### config.mk
export PLATFORM = sky130hd
export DESIGN_NAME = secure_rtc_counter
export DESIGN_NICKNAME = d
export VERILOG_FILES = /design/src/rtl/srtc_pkg.sv /design/src/rtl/srtc_count_core.sv /design/src/rtl/srtc_alarm_unit.sv /design/src/rtl/srtc_ctrl_regs.sv /design/src/rtl/secure_rtc_counter.sv
export SDC_FILE = /design/constraint.sdc
export NUM_CORES = 1
export LEC_CHECK = 0
export CORE_MARGIN = 10
export CORE_UTILIZATION = 55
export CTS_BUF_LIST = sky130_fd_sc_hd__clkbuf_8 sky130_fd_sc_hd__clkbuf_16
export DETAILED_ROUTE_END_ITERATION = 7
export DONT_BUFFER_PORTS = 1
export PLACE_DENSITY = 0.66
export SETUP_SLACK_MARGIN = 0.02
export SLEW_MARGIN = 40
export SYNTH_ARGS = -nofsm -noshare
export SYNTH_HDL_FRONTEND = slang
export SYNTH_HIERARCHICAL = 1
export SYNTH_SLANG_ARGS = --single-unit
### constraint.sdc
create_clock -name clk_i -period 3.1 [get_ports clk_i]
set_input_delay 0.31 -clock clk_i [delete_from_list [all_inputs] [get_ports clk_i]]
set_output_delay 0.31 -clock clk_i [all_outputs]
set_load 0.01 [all_outputs]
### src/rtl/srtc_pkg.sv
package srtc_pkg;
  localparam int unsigned CTRL_W      = 4;
  localparam int unsigned CTRL_EN     = 0;
  localparam int unsigned CTRL_IE     = 1;
  localparam int unsigned CTRL_SLOCK  = 2;
  localparam int unsigned CTRL_HLOCK  = 3;
endpackage

### src/rtl/srtc_count_core.sv
module srtc_count_core #(
  parameter int unsigned SEC_W  = 32,
  parameter int unsigned FRAC_W = 15
) (
  input  logic              clk_i,
  input  logic              rst_ni,
  input  logic              step_i,
  input  logic              sec_we_i,
  input  logic              frac_we_i,
  input  logic [SEC_W-1:0]  wdata_i,
  output logic [SEC_W-1:0]  sec_o,
  output logic [FRAC_W-1:0] frac_o,
  output logic              wrap_o,
  output logic              roll_o,
  output logic [SEC_W-1:0]  next_sec_o
);
  localparam int unsigned CNT_W = SEC_W + FRAC_W;

  // count plus one, carry kept in the top bit
  function automatic logic [CNT_W:0] add_one(input logic [CNT_W-1:0] c);
    return {1'b0, c} + {{CNT_W{1'b0}}, 1'b1};
  endfunction

  logic [CNT_W-1:0] cnt_q;
  logic [CNT_W:0]   inc_w;

  assign inc_w      = add_one(cnt_q);
  assign wrap_o     = step_i & inc_w[CNT_W];
  assign roll_o     = step_i & (inc_w[FRAC_W-1:0] == '0);
  assign next_sec_o = inc_w[CNT_W-1:FRAC_W];
  assign sec_o      = cnt_q[CNT_W-1:FRAC_W];
  assign frac_o     = cnt_q[FRAC_W-1:0];

  always_ff @(posedge clk_i or negedge rst_ni) begin
    if (!rst_ni) begin
      cnt_q <= '0;
    end else if (sec_we_i || frac_we_i) begin
      if (sec_we_i)  cnt_q[CNT_W-1:FRAC_W] <= wdata_i;
      if (frac_we_i) cnt_q[FRAC_W-1:0]     <= wdata_i[FRAC_W-1:0];
    end else if (step_i) begin
      cnt_q <= inc_w[CNT_W-1:0];
    end
  end
endmodule

### src/rtl/srtc_alarm_unit.sv
module srtc_alarm_unit #(
  parameter int unsigned SEC_W = 32
) (
  input  logic             clk_i,
  input  logic             rst_ni,
  input  logic             alarm_wr_i,
  input  logic [SEC_W-1:0] wdata_i,
  input  logic             roll_i,
  input  logic [SEC_W-1:0] next_sec_i,
  input  logic             clr_i,
  input  logic             ie_i,
  output logic [SEC_W-1:0] alarm_o,
  output logic             flag_o,
  output logic             irq_o,
  output logic             hit_o
);
  function automatic logic sec_match(input logic [SEC_W-1:0] a, input logic [SEC_W-1:0] b);
    return a == b;
  endfunction

  logic [SEC_W-1:0] alarm_q;
  logic             flag_q;

  assign hit_o   = roll_i & sec_match(next_sec_i, alarm_q);
  assign alarm_o = alarm_q;
  assign flag_o  = flag_q;
  assign irq_o   = flag_q & ie_i;

  always_ff @(posedge clk_i or negedge rst_ni) begin
    if (!rst_ni) begin
      alarm_q <= '1;
      flag_q  <= 1'b0;
    end else begin
      if (alarm_wr_i) alarm_q <= wdata_i;
      if (hit_o)      flag_q  <= 1'b1;
      else if (clr_i) flag_q  <= 1'b0;
    end
  end
endmodule

### src/rtl/srtc_ctrl_regs.sv
module srtc_ctrl_regs
  import srtc_pkg::*;
(
  input  logic              clk_i,
  input  logic              rst_ni,
  input  logic              ctrl_wr_i,
  input  logic [CTRL_W-1:0] ctrl_data_i,
  input  logic              wrap_i,
  input  logic              ovf_clr_i,
  output logic              en_o,
  output logic              ie_o,
  output logic              locked_o,
  output logic              ovf_o
);
  logic en_q, ie_q, slock_q, hlock_q, ovf_q;

  assign en_o     = en_q;
  assign ie_o     = ie_q;
  assign locked_o = slock_q | hlock_q;
  assign ovf_o    = ovf_q;

  always_ff @(posedge clk_i or negedge rst_ni) begin
    if (!rst_ni) begin
      en_q    <= 1'b0;
      ie_q    <= 1'b0;
      slock_q <= 1'b0;
      hlock_q <= 1'b0;
      ovf_q   <= 1'b0;
    end else begin
      if (ctrl_wr_i) begin
        if (!locked_o) en_q <= ctrl_data_i[CTRL_EN];
        ie_q    <= ctrl_data_i[CTRL_IE];
        slock_q <= slock_q | ctrl_data_i[CTRL_SLOCK];
        hlock_q <= hlock_q | ctrl_data_i[CTRL_HLOCK];
      end
      if (wrap_i)         ovf_q <= 1'b1;
      else if (ovf_clr_i) ovf_q <= 1'b0;
    end
  end
endmodule

### src/rtl/secure_rtc_counter.sv
module secure_rtc_counter
  import srtc_pkg::*;
#(
  parameter int unsigned SEC_W  = 32,
  parameter int unsigned FRAC_W = 15
) (
  input  logic              clk_i,
  input  logic              rst_ni,
  input  logic              tick_i,
  input  logic              nonvalid_i,
  input  logic              failure_i,
  input  logic              sec_wr_i,
  input  logic              frac_wr_i,
  input  logic              alarm_wr_i,
  input  logic              ctrl_wr_i,
  input  logic [SEC_W-1:0]  wdata_i,
  input  logic [CTRL_W-1:0] ctrl_data_i,
  input  logic              ovf_clr_i,
  input  logic              alarm_clr_i,
  output logic [SEC_W-1:0]  sec_o,
  output logic [FRAC_W-1:0] frac_o,
  output logic [SEC_W-1:0]  alarm_o,
  output logic              ovf_o,
  output logic              alarm_flag_o,
  output logic              alarm_irq_o
);
  // named internal events, observed by the bound checker
  logic             en_w, ie_w, locked_w;
  logic             run_w, wr_acc_w, step_w;
  logic             wrap_w, roll_w, hit_w;
  logic [SEC_W-1:0] next_sec_w;

  assign run_w    = en_w & ~ovf_o & ~nonvalid_i & ~failure_i;
  assign wr_acc_w = (sec_wr_i | frac_wr_i) & ~locked_w;
  assign step_w   = tick_i & run_w & ~wr_acc_w;

  srtc_ctrl_regs u_ctrl (
    .clk_i       (clk_i),
    .rst_ni      (rst_ni),
    .ctrl_wr_i   (ctrl_wr_i),
    .ctrl_data_i (ctrl_data_i),
    .wrap_i      (wrap_w),
    .ovf_clr_i   (ovf_clr_i),
    .en_o        (en_w),
    .ie_o        (ie_w),
    .locked_o    (locked_w),
    .ovf_o       (ovf_o)
  );

  srtc_count_core #(.SEC_W(SEC_W), .FRAC_W(FRAC_W)) u_count (
    .clk_i      (clk_i),
    .rst_ni     (rst_ni),
    .step_i     (step_w),
    .sec_we_i   (sec_wr_i & ~locked_w),
    .frac_we_i  (frac_wr_i & ~locked_w),
    .wdata_i    (wdata_i),
    .sec_o      (sec_o),
    .frac_o     (frac_o),
    .wrap_o     (wrap_w),
    .roll_o     (roll_w),
    .next_sec_o (next_sec_w)
  );

  srtc_alarm_unit #(.SEC_W(SEC_W)) u_alarm (
    .clk_i      (clk_i),
    .rst_ni     (rst_ni),
    .alarm_wr_i (alarm_wr_i),
    .wdata_i    (wdata_i),
    .roll_i     (roll_w),
    .next_sec_i (next_sec_w),
    .clr_i      (alarm_clr_i),
    .ie_i       (ie_w),
    .alarm_o    (alarm_o),
    .flag_o     (alarm_flag_o),
    .irq_o      (alarm_irq_o),
    .hit_o      (hit_w)
  );
endmodule

==> results.py <==
metrics = {
    "run_status": {
        "status": "complete, no violations",
    },
    "layout": {
        "antenna_cells": 0,
        "finalCoreUtilization": 0.648,
        "final_nets": 737,
        "area_delta_synth_final_pct": 13.8,
        "layout_common_cells": "buf_4, nand2_1, xor2_1",
        "regArea_mm2": 0.00217,
        "drive_gt1_frac": 0.272,
        "final_area_mm2": 0.00672,
        "final_common_cell": "buf_4",
        "multiInputGateArea_mm2": 0.00354,
        "fill_cells": 868,
        "fin_cells": 830,
    },
    "critical_path": {
        "crit_path_top_delay_cell": "dfrtp_1",
        "crit_top_cell": "nand4_1",
        "critPathTopFamily": "simple AND/OR/NAND/NOR gates",
        "path_cells": "and2_1 -> nand4_1 -> nor4_4 -> nand4_1 -> xnor2_1 -> xor2_1 -> nor4_1 -> nand4_1 -> o31ai_1",
        "cp.arrival_ps": 3210,
        "crit_path_max_fanout": 7,
        "crit_start": "u_count/cnt_q[26]",
        "critPathMaxStageDelay_ps": 560,
        "reg2reg_from": "u_count/cnt_q[26]",
        "setup.worst_path.class": "flop to flop",
        "crit_buf_inv": 0,
        "required_ps": 3380,
        "endpoint_kind": "flop",
        "cp-start-kind": "flop",
    },
    "sta": {
        "setup_viol": 0,
        "fin_crit_sh": 0.945,
        "final.setup.tns_ps": 0,
        "skew_ps": 8.44,
        "fin_crit_ps": 2930,
        "clock.fmax_mhz": 341,
        "rsz0062_at_grt": "no",
        "hold_viol_final": 0,
        "slew_headroom": 0.508,
        "worst_slew_pin_slew_ps": 737,
        "slew_viol_final": 0,
    },
    "placed_design": {
        "placed_cells": 809,
        "place_area_mm2": 0.00645,
        "port_buffers": 0,
        "hpwl_um": 16900,
        "place_congestion": 1.02,
    },
    "worst_hold_path": {
        "min_path_type": "primary input to flop",
        "hold_start": "ctrl_data_i[3]",
    },
    "floorplanning": {
        "start_util": 0.569,
        "die_x_um": 124,
        "rows": 37,
        "coreArea_mm2": 0.0104,
        "die_height_um": 124,
        "io_pins": 129,
        "die_area_mm2": 0.0153,
    },
    "detailed_routing": {
        "wl_per_cell_um": 26.9,
        "drt-initial-drc-count": 780,
        "drt-total-wl_um": 22300,
        "ant_nets": 0,
        "drc": 0,
        "drt-pass1-iter-count": 6,
        "vias": 5596,
        "viasPerCell": 6.74,
    },
    "global_route": {
        "grt_antenna_before_repair": 0,
        "first_global_vias": 5385,
        "grt_use_total": 0.288,
        "grt_first_pass_wirelength_um": 33200,
        "grt_overflow_total": 0,
        "grt_max_degree": 86,
    },
    "cts": {
        "cts_made_buffers": 9,
        "clk_latency_ps": 380,
        "cts-root-buf": "clkbuf_8",
        "cts_max_level": 3,
        "clock-sinks": 85,
        "clock_path_buffers": 2,
        "cts_tree": "built",
        "path_clk_slew_ps": 80,
    },
    "power": {
        "p_leak_nw": 2.59,
        "power_density_mw_per_mm2": 524,
        "irDropWorstVdd_mv": 0.389,
        "finalPower_w": 0.00352,
    },
    "flow_run": {
        "drv_cap": 0,
    },
    "yosys": {
        "synth_area_mm2": 0.00590,
        "syn_inst": 645,
        "ys_warn_count": 6,
        "avgSynthCellArea_um2": 9.15,
        "synth_nets": 693,
    },
}
## flip-flops by register name, summed over array words and instances, names as in the netlist
register         flops
u_ctrl/slock_q       1
u_ctrl/hlock_q       1
u_ctrl/ie_o          1
u_count/cnt_q       47
u_alarm/flag_o       1
u_alarm/alarm_o     32
u_ctrl/en_o          1
u_ctrl/ovf_o         1
## where the power goes
group | internal (W) | switching [W]
registers | 0.00131 | 0.000304
clock network | 0.000383 | 0.000416
logic | 0.000467 | 0.000636
## cell type report
type                    instances  area share
clock inverters                 6     0.00745
flip-flops and latches         85       0.323
multi-input cells             507       0.527
well taps                     136      0.0253
clock buffers                  10      0.0205
inverters                       6     0.00335
repair buffers                 80      0.0928
## routing by layer
| metal | part of all wire | wire length, um | track usage | vias to the layer above |
|---|---|---|---|---|
| li1 | - | - | - | 2445 |
| met1 | 0.40 | 8910 | 0.387 | 2724 |
| met2 | 0.43 | 9550 | 0.407 | 376 |
| met3 | 0.15 | 3290 | 0.123 | 51 |
| met4 | 0.024 | 545 | 0.0946 | 0 |
| met5 | 0 | 0 | 0 | - |
## per-stage QoR
step                      hold WS [ps]  setup slack (ps)
final                             53.7               169
after global routing              39.8              32.7
after CTS                         43.3               114
after detailed placement          17.1               102
after global placement            17.0               234
after floorplan                   14.4               290
## worst paths after layout
path | end | slack (ps) | cells past startpoint
min in group asynchronous | u_count/cnt_q[8] | 490 | 2
setup reg to reg | u_alarm/flag_o | 170 | 9
setup / recovery | u_alarm/flag_o | 170 | 9
hold / removal | u_ctrl/hlock_q | 50 | 1
hold reg to reg | u_ctrl/hlock_q | 500 | 1
max in group asynchronous | u_alarm/alarm_o[19] | 2230 | 2
## repair_timing
action | CTS | global route
gates resized for setup | 0 | 6
hold buffers | 2 | 0
hold endpoints to repair | 85 | 0
endpoints found under the setup margin | 0 | 1
setup buffers | 0 | 3
Note: power is estimated with default switching activity, not from simulation.
